### src/rtl/cfgh_pkg.sv
package cfgh_pkg;

    typedef enum logic [3:0] {
        S_IDLE,
        S_PULSE,
        S_WLOW,
        S_WHIGH,
        S_LOAD,
        S_DLO,
        S_DHI,
        S_THI,
        S_TLO,
        S_INIT
    } seq_state_e;

    typedef enum logic [2:0] {
        ERR_NONE    = 3'd0,
        ERR_STATUS  = 3'd1,
        ERR_ABORT   = 3'd2,
        ERR_STARVE  = 3'd3,
        ERR_INIT    = 3'd4
    } cfg_err_e;

    typedef struct packed {
        logic status_n;
        logic conf_done;
        logic init_done;
    } tgt_pins_t;

    function automatic logic clk_high_in(seq_state_e s);
        return (s == S_DHI) || (s == S_THI);
    endfunction

    function automatic logic in_stream(seq_state_e s);
        return (s == S_LOAD) || (s == S_DLO) || (s == S_DHI) ||
               (s == S_THI)  || (s == S_TLO);
    endfunction

endpackage

### src/rtl/cfgh_sync.sv
module cfgh_sync #(
    parameter int W      = 3,
    parameter int STAGES = 2
) (
    input  logic         clk,
    input  logic         rst,
    input  logic [W-1:0] d,
    output logic [W-1:0] q
);
    logic [W-1:0] stage [STAGES];

    for (genvar g = 0; g < STAGES; g++) begin : g_stage
        if (g == 0) begin : g_first
            always_ff @(posedge clk) begin
                if (rst) stage[g] <= '0;
                else     stage[g] <= d;
            end
        end else begin : g_next
            always_ff @(posedge clk) begin
                if (rst) stage[g] <= '0;
                else     stage[g] <= stage[g-1];
            end
        end
    end

    assign q = stage[STAGES-1];
endmodule

### src/rtl/cfgh_timer.sv
module cfgh_timer #(
    parameter int CW = 24
) (
    input  logic          clk,
    input  logic          rst,
    input  logic          clr,
    input  logic [CW-1:0] limit,
    output logic          expired
);
    logic [CW-1:0] cnt;
    logic [CW:0]   nxt;

    assign nxt     = {1'b0, cnt} + {{CW{1'b0}}, 1'b1};
    assign expired = nxt >= {1'b0, limit};

    always_ff @(posedge clk) begin
        if (rst || clr)    cnt <= '0;
        else if (!expired) cnt <= cnt + 1'b1;
    end
endmodule

### src/rtl/cfg_host_seq.sv
module cfg_host_seq
    import cfgh_pkg::*;
#(
    parameter int DIV         = 4,
    parameter int SYNC_STAGES = 2,
    parameter int TRAIL_EDGES = 2,
    parameter int STATUS_TMO  = 100000,
    parameter int SRC_TMO     = 100000,
    parameter int INIT_TMO    = 1000000,
    parameter int MAX_RETRY   = 1,
    parameter int CW          = 24
) (
    input  logic        clk,
    input  logic        rst,
    input  logic        start,
    input  logic        auto_retry,
    input  logic [15:0] pulse_len,
    input  logic [7:0]  src_data,
    input  logic        src_valid,
    output logic        src_ready,
    output logic        cfg_rst_n,
    input  logic        tgt_status_n,
    input  logic        tgt_conf_done,
    input  logic        tgt_init_done,
    output logic        cfg_clk,
    output logic [7:0]  cfg_data,
    output logic        tgt_ce_n,
    output logic        busy,
    output logic        done_pulse,
    output logic        err_pulse,
    output logic [2:0]  err_code
);
    localparam int TRW = $clog2(TRAIL_EDGES + 1);
    localparam int RW  = $clog2(MAX_RETRY + 2);

    seq_state_e state_q, state_d;
    tgt_pins_t  pins_raw, pins_s;
    logic [2:0] pins_vec;
    logic       init_prev, init_rise;
    logic [CW-1:0] tm_limit;
    logic       tm_exp, tm_clr;
    logic [TRW-1:0] trail_q;
    logic [RW-1:0]  retry_q;
    logic       fail, retry_ok, finish_ok, accept, trail_step, start_ok;
    cfg_err_e   fail_code;
    cfg_err_e   code_q;
    logic [7:0] data_q;
    logic       clk_q, rst_n_q, done_q, errp_q;
    logic [15:0] plen;

    assign pins_raw.status_n  = tgt_status_n;
    assign pins_raw.conf_done = tgt_conf_done;
    assign pins_raw.init_done = tgt_init_done;

    cfgh_sync #(.W(3), .STAGES(SYNC_STAGES)) u_sync (
        .clk (clk),
        .rst (rst),
        .d   (pins_raw),
        .q   (pins_vec)
    );
    assign pins_s = tgt_pins_t'(pins_vec);

    cfgh_timer #(.CW(CW)) u_timer (
        .clk     (clk),
        .rst     (rst),
        .clr     (tm_clr),
        .limit   (tm_limit),
        .expired (tm_exp)
    );

    assign plen      = (pulse_len == 16'd0) ? 16'd1 : pulse_len;
    assign init_rise = pins_s.init_done && !init_prev;
    assign src_ready = (state_q == S_LOAD) && pins_s.status_n && !pins_s.conf_done;
    assign accept    = src_ready && src_valid;
    assign start_ok  = (state_q == S_IDLE) && start;
    assign tm_clr    = (state_d != state_q);

    always_comb begin
        case (state_q)
            S_PULSE:         tm_limit = CW'(plen);
            S_WLOW, S_WHIGH: tm_limit = CW'(STATUS_TMO);
            S_LOAD:          tm_limit = CW'(SRC_TMO);
            S_INIT:          tm_limit = CW'(INIT_TMO);
            S_DLO, S_DHI, S_THI, S_TLO: tm_limit = CW'(DIV);
            default:         tm_limit = CW'(1);
        endcase
    end

    always_comb begin
        state_d    = state_q;
        fail       = 1'b0;
        fail_code  = ERR_NONE;
        finish_ok  = 1'b0;
        trail_step = 1'b0;
        if (in_stream(state_q) && !pins_s.status_n) begin
            fail      = 1'b1;
            fail_code = ERR_ABORT;
        end else begin
            case (state_q)
                S_IDLE:  if (start) state_d = S_PULSE;
                S_PULSE: if (tm_exp) state_d = S_WLOW;
                S_WLOW: begin
                    if (!pins_s.status_n) state_d = S_WHIGH;
                    else if (tm_exp) begin
                        fail = 1'b1; fail_code = ERR_STATUS;
                    end
                end
                S_WHIGH: begin
                    if (pins_s.status_n) state_d = S_LOAD;
                    else if (tm_exp) begin
                        fail = 1'b1; fail_code = ERR_STATUS;
                    end
                end
                S_LOAD: begin
                    if (pins_s.conf_done) state_d = S_THI;
                    else if (src_valid)   state_d = S_DLO;
                    else if (tm_exp) begin
                        fail = 1'b1; fail_code = ERR_STARVE;
                    end
                end
                S_DLO: if (tm_exp) state_d = S_DHI;
                S_DHI: if (tm_exp) state_d = S_LOAD;
                S_THI: if (tm_exp) state_d = S_TLO;
                S_TLO: begin
                    if (tm_exp) begin
                        trail_step = 1'b1;
                        state_d = (trail_q == TRW'(TRAIL_EDGES - 1)) ? S_INIT : S_THI;
                    end
                end
                S_INIT: begin
                    if (init_rise) begin
                        finish_ok = 1'b1;
                        state_d   = S_IDLE;
                    end else if (tm_exp) begin
                        fail = 1'b1; fail_code = ERR_INIT;
                    end
                end
                default: state_d = S_IDLE;
            endcase
        end
        retry_ok = (fail_code == ERR_ABORT) && auto_retry && (retry_q < RW'(MAX_RETRY));
        if (fail) state_d = retry_ok ? S_PULSE : S_IDLE;
    end

    always_ff @(posedge clk) begin
        if (rst) begin
            state_q   <= S_IDLE;
            init_prev <= 1'b0;
            trail_q   <= '0;
            retry_q   <= '0;
            code_q    <= ERR_NONE;
            data_q    <= '0;
            clk_q     <= 1'b0;
            rst_n_q   <= 1'b1;
            done_q    <= 1'b0;
            errp_q    <= 1'b0;
        end else begin
            state_q   <= state_d;
            init_prev <= pins_s.init_done;
            clk_q     <= clk_high_in(state_d);
            rst_n_q   <= (state_d != S_PULSE);
            done_q    <= finish_ok;
            errp_q    <= fail && !retry_ok;
            if (accept) data_q <= src_data;
            if (state_q == S_LOAD)  trail_q <= '0;
            else if (trail_step)    trail_q <= trail_q + 1'b1;
            if (start_ok) begin
                retry_q <= '0;
                code_q  <= ERR_NONE;
            end else if (fail) begin
                if (retry_ok) retry_q <= retry_q + 1'b1;
                else          code_q  <= fail_code;
            end
        end
    end

    assign cfg_clk    = clk_q;
    assign cfg_rst_n  = rst_n_q;
    assign cfg_data   = data_q;
    assign tgt_ce_n   = 1'b0;
    assign busy       = (state_q != S_IDLE);
    assign done_pulse = done_q;
    assign err_pulse  = errp_q;
    assign err_code   = code_q;

    // the byte bus moves only inside a low clock phase
    p_data_hold_r3: assert property (@(posedge clk) disable iff (rst)
        !$stable(cfg_data) |-> (!cfg_clk && !$past(cfg_clk)));

    // a fetch never overlaps a high clock phase
    p_ready_low_clk_r3: assert property (@(posedge clk) disable iff (rst)
        src_ready |-> !cfg_clk);

    // no clock and no fetch before the status release
    p_quiet_before_release_r2: assert property (@(posedge clk) disable iff (rst)
        (state_q == S_PULSE || state_q == S_WLOW || state_q == S_WHIGH)
            |-> (!cfg_clk && !src_ready));

    // the reset pulse only occurs inside a load
    p_pulse_in_load_r1: assert property (@(posedge clk) disable iff (rst)
        !cfg_rst_n |-> busy);

    // outcomes are exclusive and end the load
    p_outcome_excl_r6: assert property (@(posedge clk) disable iff (rst)
        !(done_pulse && err_pulse));
    p_outcome_idle_r6: assert property (@(posedge clk) disable iff (rst)
        (done_pulse || err_pulse) |-> !busy);
    p_busy_end_r6: assert property (@(posedge clk) disable iff (rst)
        $fell(busy) |-> (done_pulse || err_pulse));
    p_done_code_r6: assert property (@(posedge clk) disable iff (rst)
        done_pulse |-> (err_code == 3'd0));

    // a failure always carries a cause
    p_err_code_r7: assert property (@(posedge clk) disable iff (rst)
        err_pulse |-> (err_code != 3'd0));

    // the clock is parked low once the init phase is reached
    p_clk_parked_r5: assert property (@(posedge clk) disable iff (rst)
        (state_q == S_INIT) |-> !cfg_clk);

endmodule

### config.mk
export PLATFORM = sky130hd
export DESIGN_NAME = cfg_host_seq
export DESIGN_NICKNAME = d
export VERILOG_FILES = /design/src/rtl/cfgh_pkg.sv /design/src/rtl/cfgh_sync.sv /design/src/rtl/cfgh_timer.sv /design/src/rtl/cfg_host_seq.sv
export SDC_FILE = /design/constraint.sdc
export NUM_CORES = 1
export LEC_CHECK = 0
export BUFFER_PORTS_ARGS = -buffer_cell sky130_fd_sc_hd__buf_2
export CAP_MARGIN = 25
export CELL_PAD_IN_SITES_DETAIL_PLACEMENT = 1
export CELL_PAD_IN_SITES_GLOBAL_PLACEMENT = 1
export CORE_MARGIN = 3
export CORE_UTILIZATION = 45
export CTS_BUF_LIST = sky130_fd_sc_hd__clkbuf_4 sky130_fd_sc_hd__clkbuf_8
export DETAILED_ROUTE_END_ITERATION = 8
export GPL_TIMING_DRIVEN = 0
export PLACE_DENSITY_LB_ADDON = 0.15
export SLEW_MARGIN = 30
export SYNTH_ARGS = -nofsm -noshare
export SYNTH_HDL_FRONTEND = slang
export SYNTH_SLANG_ARGS = --single-unit
### constraint.sdc
create_clock -name clk -period 5.8 [get_ports clk]
set_clock_uncertainty 0.1 [all_clocks]
set_input_delay 1.16 -clock clk [delete_from_list [all_inputs] [get_ports clk]]
set_output_delay 1.16 -clock clk [all_outputs]
set_load 0.03 [all_outputs]
# Yosys cells after proc, flatten, opt, wreduce, memory -nomap -nowiden
# Memories as Yosys holds them, arrays and structs flattened.
# Cells that the tools add are included.
# word_totals
ramBits	6
in_bits	32
latchBits	0
register_bits	48
mem_count	1
out_inout_bits	18
mem_bits_ro	0
# memory_table
name	words	word_bits	rd	rd_clocked_by_memory_dff	write_ports	line	rtl
u_sync.stage	2	3	2	0	2	cfgh_sync.sv:10	logic [W-1:0] stage [STAGES];
# classes
mul	0
order_cmp	2
n_reduce_logical	29
bitwise_logic	4
eq_ne	15
addsub	4
mux	44
shift	0
div	0
# ops
cell	count
20-bit case mux with 4 select lines	1
4-bit 2-to-1 mux	14
4-bit case mux with 10 select lines	1
24-bit by 1-bit adder with 25-bit output (second input constant)	1
25-bit by 20-bit >= comparator with 1-bit output	1
24-bit by 1-bit adder with 24-bit output (second input constant)	1
4-bit by 3-bit equality test with 1-bit output (second input constant)	6
1-bit 2-to-1 mux	17
16-bit zero test	1
16-bit 2-to-1 mux	1
3-bit 2-to-1 mux	5
3-bit case mux with 4 select lines	1
1-bit logical AND	9
4-bit by 2-bit equality test with 1-bit output (second input constant)	2
4-bit equality test (second input constant)	2
1-bit logical OR	6
2-bit 2-to-1 mux	3
3-bit OR reduction	2
2-bit by 1-bit adder with 2-bit output (second input constant)	2
4-bit by 1-bit equality test with 1-bit output (second input constant)	1
1-bit zero test	4
4-bit zero test	1
4-bit by 1-bit != test with 1-bit output (second input constant)	1
4-bit != test	1
10 further kinds	14

# Logic depth before layout (Yosys ltp)
# logic_depth
ltp_word	16
depth_mapped	20
mapped_depth_nobuf	17

# Hierarchy
# Synthesis repeated with hierarchy kept, for this count alone.
# unflattened
cells_unflattened	472
area_unflattened_um2	3906.2
# by_module_without_submodules
module	seq_area_each_um2	area_per_inst_um2	instances	cells_each
cfgh_timer	480.5	2182.1	1	264
cfg_host_seq	480.5	1566.5	1	196
cfgh_sync	120.1	157.7	1	12

# Worst setup path before layout
# No wires, ideal clock.
# synth_timing
kind	input port to flip-flop
start	input port pulse_len[3]
end	register u_timer.cnt[10]
setup_ns	0.073
t_required_ns	5.627
n_path_buf	4
slack_ns	0.899
arrival_ns	4.727
path_stages	20
cell_sequence	nor4_1 -> nand4_1 -> and3_1 -> clkbuf_1 -> a21oi_1 -> ha_1 -> a211oi_1 -> nand2_1 -> a2111oi_0 -> o31ai_1 -> nand3_1 -> a21oi_1 -> or2_1 -> buf_6 -> o211a_1 -> o21ai_1 -> or3b_1 -> buf_2 -> buf_6 -> nor3_2
# synth_between
elab_chain_cells	16
# synth_lines
item	line	rtl
from (decl)	cfg_host_seq.sv:17	input logic [15:0] pulse_len,
16-bit zero test	cfg_host_seq.sv:71	assign plen = (pulse_len == 16'd0) ? 16'd1 : pulse_len;
16-bit 2-to-1 mux (*)	cfg_host_seq.sv:71	
20-bit case mux with 4 select lines (*)	cfg_host_seq.sv:79	case (state_q)
25-bit by 20-bit >= comparator with 1-bit output (*)	cfgh_timer.sv:14	assign expired = nxt >= {1'b0, limit};
2-bit 2-to-1 mux	cfg_host_seq.sv:117	else if (tm_exp) begin
2-bit 2-to-1 mux	cfg_host_seq.sv:116	else if (src_valid) state_d = S_DLO;
2-bit 2-to-1 mux	cfg_host_seq.sv:115	if (pins_s.conf_done) state_d = S_THI;
3-bit case mux with 4 select lines	cfg_host_seq.sv:99	case (state_q)
3-bit 2-to-1 mux	cfg_host_seq.sv:95	if (in_stream(state_q) && !pins_s.status_n) begin
3-bit by 2-bit equality test with 1-bit output	cfg_host_seq.sv:141	retry_ok = (fail_code == ERR_ABORT) && auto_retry && (retry_q < RW'(MAX_RETRY));
1-bit logical AND (2 in series)	cfg_host_seq.sv:141	
1-bit 2-to-1 mux	cfg_host_seq.sv:142	if (fail) state_d = retry_ok ? S_PULSE : S_IDLE;
4-bit 2-to-1 mux	cfg_host_seq.sv:142	
4-bit != test	cfg_host_seq.sv:76	assign tm_clr = (state_d != state_q);
1-bit logical OR	cfgh_timer.sv:17	if (rst || clr) cnt <= '0;
to (signal assigned)	cfgh_timer.sv:18	else if (!expired) cnt <= cnt + 1'b1;
to (decl)	cfgh_timer.sv:10	logic [CW-1:0] cnt;
# Every way passes the cells marked *; elsewhere a longest branch is shown, timed or not.
# A chain may end at the register's enable or synchronous reset.

# Worst setup path after layout
# layout_timing
start	input port pulse_len[0]
end	register u_timer.cnt[13]
# The elaborated chain is that of the path after synthesis.

==> flow_summary.ini <==
[synthesis]
ys_ff_latch = 54
synth_ff_type = dfxtp_1
syn_nets = 486
synth-seq-area-share_pct = 30.4
async_flop_share_pct = 0
ys_types = 56
syn-mean-instance-area_um2 = 8.24
synth_area_um2 = 3550
synth_edf_count = 0
netlist_instances = 431
ys.warnings.count = 0

[floorplanning]
die_x_um = 94.8
io_pins = 50
dieArea_um2 = 9000
initial_utilization_pct = 47.7
die_h_um = 94.8
coreArea_um2 = 7450
fp-row-count = 31

[timing]
hold_viol_final = 0
setup_slack_ns = 0.356
setup_viol = 0
worst_slew_pin_slew_ns = 0.644
fmax_mhz = 184
maxSlewViolCount = 0
finalCriticalPeriod_ns = 5.44
relSlewSlack_pct = 57.0
grt_setup_unrepaired = no
post-route-period-util_pct = 93.9

[power_and_ir_drop]
power.internal_mw = 0.744
ir_drop_mv = 0.190
sequentialPowerShare_pct = 28.6
power.density_nw_per_um2 = 350
p_comb_share_pct = 55.5
p_sw_mw = 0.675
clockPowerShare_pct = 15.9
switching_share_pct = 47.6
p_leak_nw = 1.70

[clock_network]
clk_path_buf_depth = 2
clk_pin_slew_ns = 0.11
cts_max_level = 2
cts_buffers = 5
cts_tree = built
clock_tree.root_cell = clkbuf_8
cts_sinks = 54
clkLatencyLatePin_ns = 0.31

[placement]
hpwl_mm = 7.83
dp.cells = 577
pre_cts_ws_ns = -0.348
io_buffers = 47
place.gp.congestion = 0.895

[critical_path]
cp.arrival_ns = 5.58
r2r_slack_ns = 0.53
crit_family = simple AND/OR/NAND/NOR gates
slowest_delay_ns = 0.39
critPathSlowestCell = a2111oi_0
crit_path_end_kind = flop
crit_buf_inv = 5
worst-setup-path-type = in -> reg
path_max_fanout = 10
startpoint_type = input port
worstPathCellList = buf_2 -> nor4_1 -> nand4_1 -> and3_1 -> clkbuf_1 -> a21oi_1 -> ha_1 -> a211oi_1 -> nand2_1 -> a2111oi_0 -> o31ai_1 -> nand3_1 -> a21oi_4 -> or2_1 -> buf_6 -> o211a_1 -> o21ai_1 -> or3b_1 -> buf_2 -> buf_6 -> nor3_2
required_ns = 5.94

[global_routing]
grt_antenna_before_repair = 0
grt_usage_pct = 23.0
first_global_vias = 3331
grt_first_pass_wirelength_mm = 16.4
grt_overflow = 0
grt_max_degree = 20

[routing]
avgViaCountPerCell = 5.70
drc = 0
first_pass_iters = 4
routed_wl_mm = 9.89
antenna_left = 0
drt_iter0_markers = 104
wl_per_cell_um = 16.9
vias = 3334

[flow_run]
drv_cap = 0

[finish]
syn2layout_area_growth_pct = 14.1
antenna_cells = 0
final_cells = 585
drive_above_1_share_pct = 20.4
fin_nets = 540

[outcome]
status = finished, final reports clean

[hold_path]
hold_path.class = reg -> reg
-- area by class of cell --
class / instances / area (µm²)
flip-flops and latches: 54 / 1080
clock inverters: 3 / 28.8
plain buffers: 20 / 111
inverters: 12 / 45.0
well taps: 99 / 124
multi-input cells: 345 / 2360
repair buffers: 47 / 235
clock buffers: 5 / 68.8
fillers: 966 / 3390
-- power by group through the flow --
stage	clock, mW	sequential, mW	combinational (mW)
detailed placement	0	0.414	0.743
global route	0.246	0.409	0.868
global placement	0	0.413	0.732
CTS	0.231	0.405	0.749
finish	0.225	0.406	0.788
floorplan	0	0.415	0.541
-- per-stage QoR --
| stage | hold slack (ns) | util, % | area, µm² | setup TNS [ns] | total power, mW |
|---|---|---|---|---|---|
| after detailed placement | 0.328 | 52.5 | 3910 | -6.51 | 1.16 |
| final | 0.347 | 54.4 | 4050 | 0 | 1.42 |
| after global placement | 0.319 | 52.5 | 3910 | -4.64 | 1.14 |
| after CTS | 0.353 | 54.0 | 4020 | 0 | 1.39 |
| after global routing | 0.364 | 54.4 | 4050 | 0 | 1.52 |
| after floorplan | 0.314 | - | 3550 | 0 | 0.956 |
-- repair_timing --
action / CTS / global route
setup buffers: 0 / 0
setup endpoints to repair: 20 / 24
hold buffers: 0 / 0
gates resized for setup: 2 / 6
-- cells in the final DEF, fill, tap and decap left out, types with 3 or more instances in the layout --
cell type	instances
o211a_1	3
xnor2_1	29
buf_6	3
nor3_1	16
a2111oi_0	3
clkbuf_1	12
nand2b_1	3
nor4_1	6
inv_1	12
a21o_1	4
nand4_1	6
nand2_1	41
o21a_1	3
and3_1	8
or2_2	3
ha_1	23
a32oi_1	3
a21oi_1	24
o21ai_0	11
xor2_1	11
buf_2	48
a211oi_1	3
nor3_2	20
nor2b_1	11
o31ai_1	3
nand3_1	14
mux2i_1	10
nor2_1	56
dfxtp_1	54
clkbuf_8	5
-- layer usage --
layer / track usage (%) / wire, µm / share of wire [%] / vias to the layer above
met5: 0 / 0 / 0 / -
met4: 4.45 / 91 / 0.92 / 0
met3: 3.43 / 395 / 4.0 / 9
met2: 38.0 / 4540 / 46 / 79
met1: 31.8 / 4860 / 49 / 1613
li1: - / - / - / 1633
-- worst paths after layout --
check	depth (start not counted)	end	from
max	21	u_timer.cnt[13]$_SDFFE_PP0N_	pulse_len[0]
min	1	u_sync.stage[1][0]$_SDFF_PP0_	u_sync.stage[0][0]$_SDFF_PP0_
max reg2reg	18	u_timer.cnt[13]$_SDFFE_PP0N_	u_timer.cnt[0]$_SDFFE_PP0N_
min reg2reg	1	u_sync.stage[1][0]$_SDFF_PP0_	u_sync.stage[0][0]$_SDFF_PP0_
-- flip-flops by register name, indices dropped and copies added (netlist names) --
signal	cells
cfg_clk	1
cfg_data	8
cfg_rst_n	1
done_pulse	1
err_code	3
err_pulse	1
init_prev	1
retry_q	2
state_q	4
trail_q	2
u_sync.stage	6
u_timer.cnt	24
-- synthesized netlist by cell type (2+ instances only) --
cell        n  area [µm²]
clkbuf_1   12        45.0
dfxtp_1    54        1080
a21oi_1    25         125
nor3_1     16        80.1
a2111oi_0   3        26.3
a31oi_1     2        12.5
buf_2       3        15.0
o31ai_1     3        22.5
xor2_1     11        96.3
nand2_1    41         154
nand3_1    14        70.1
nand2b_1    3        18.8
ha_1       23         288
or2_1       2        12.5
and3_1      8        50.1
or2_2       3        18.8
nor4_1      8        50.1
o21a_1      3        22.5
inv_1      12        45.0
nand4_2     2        25.0
nor2b_1    11        68.8
buf_6       3        33.8
nand4_1     6        37.5
a211oi_1    3        22.5
o211a_1     3        30.0
nor2_1     56         210
a21o_1      4        30.0
mux2i_1    10         100
o21ai_0    11        55.1
xnor2_1    29         254
nor3_2     20         200
a32oi_1     3        26.3
-- cell families after synthesis --
family	share of synthesized area, %
compound gates	13.4
flops	30.4
fa+ha+maj	8.10
other cells	0.106
simple gates	31.0
buf+inv	4.26
mux	2.82
xor+xnor	9.86
Power figures use the tool's default switching activity.
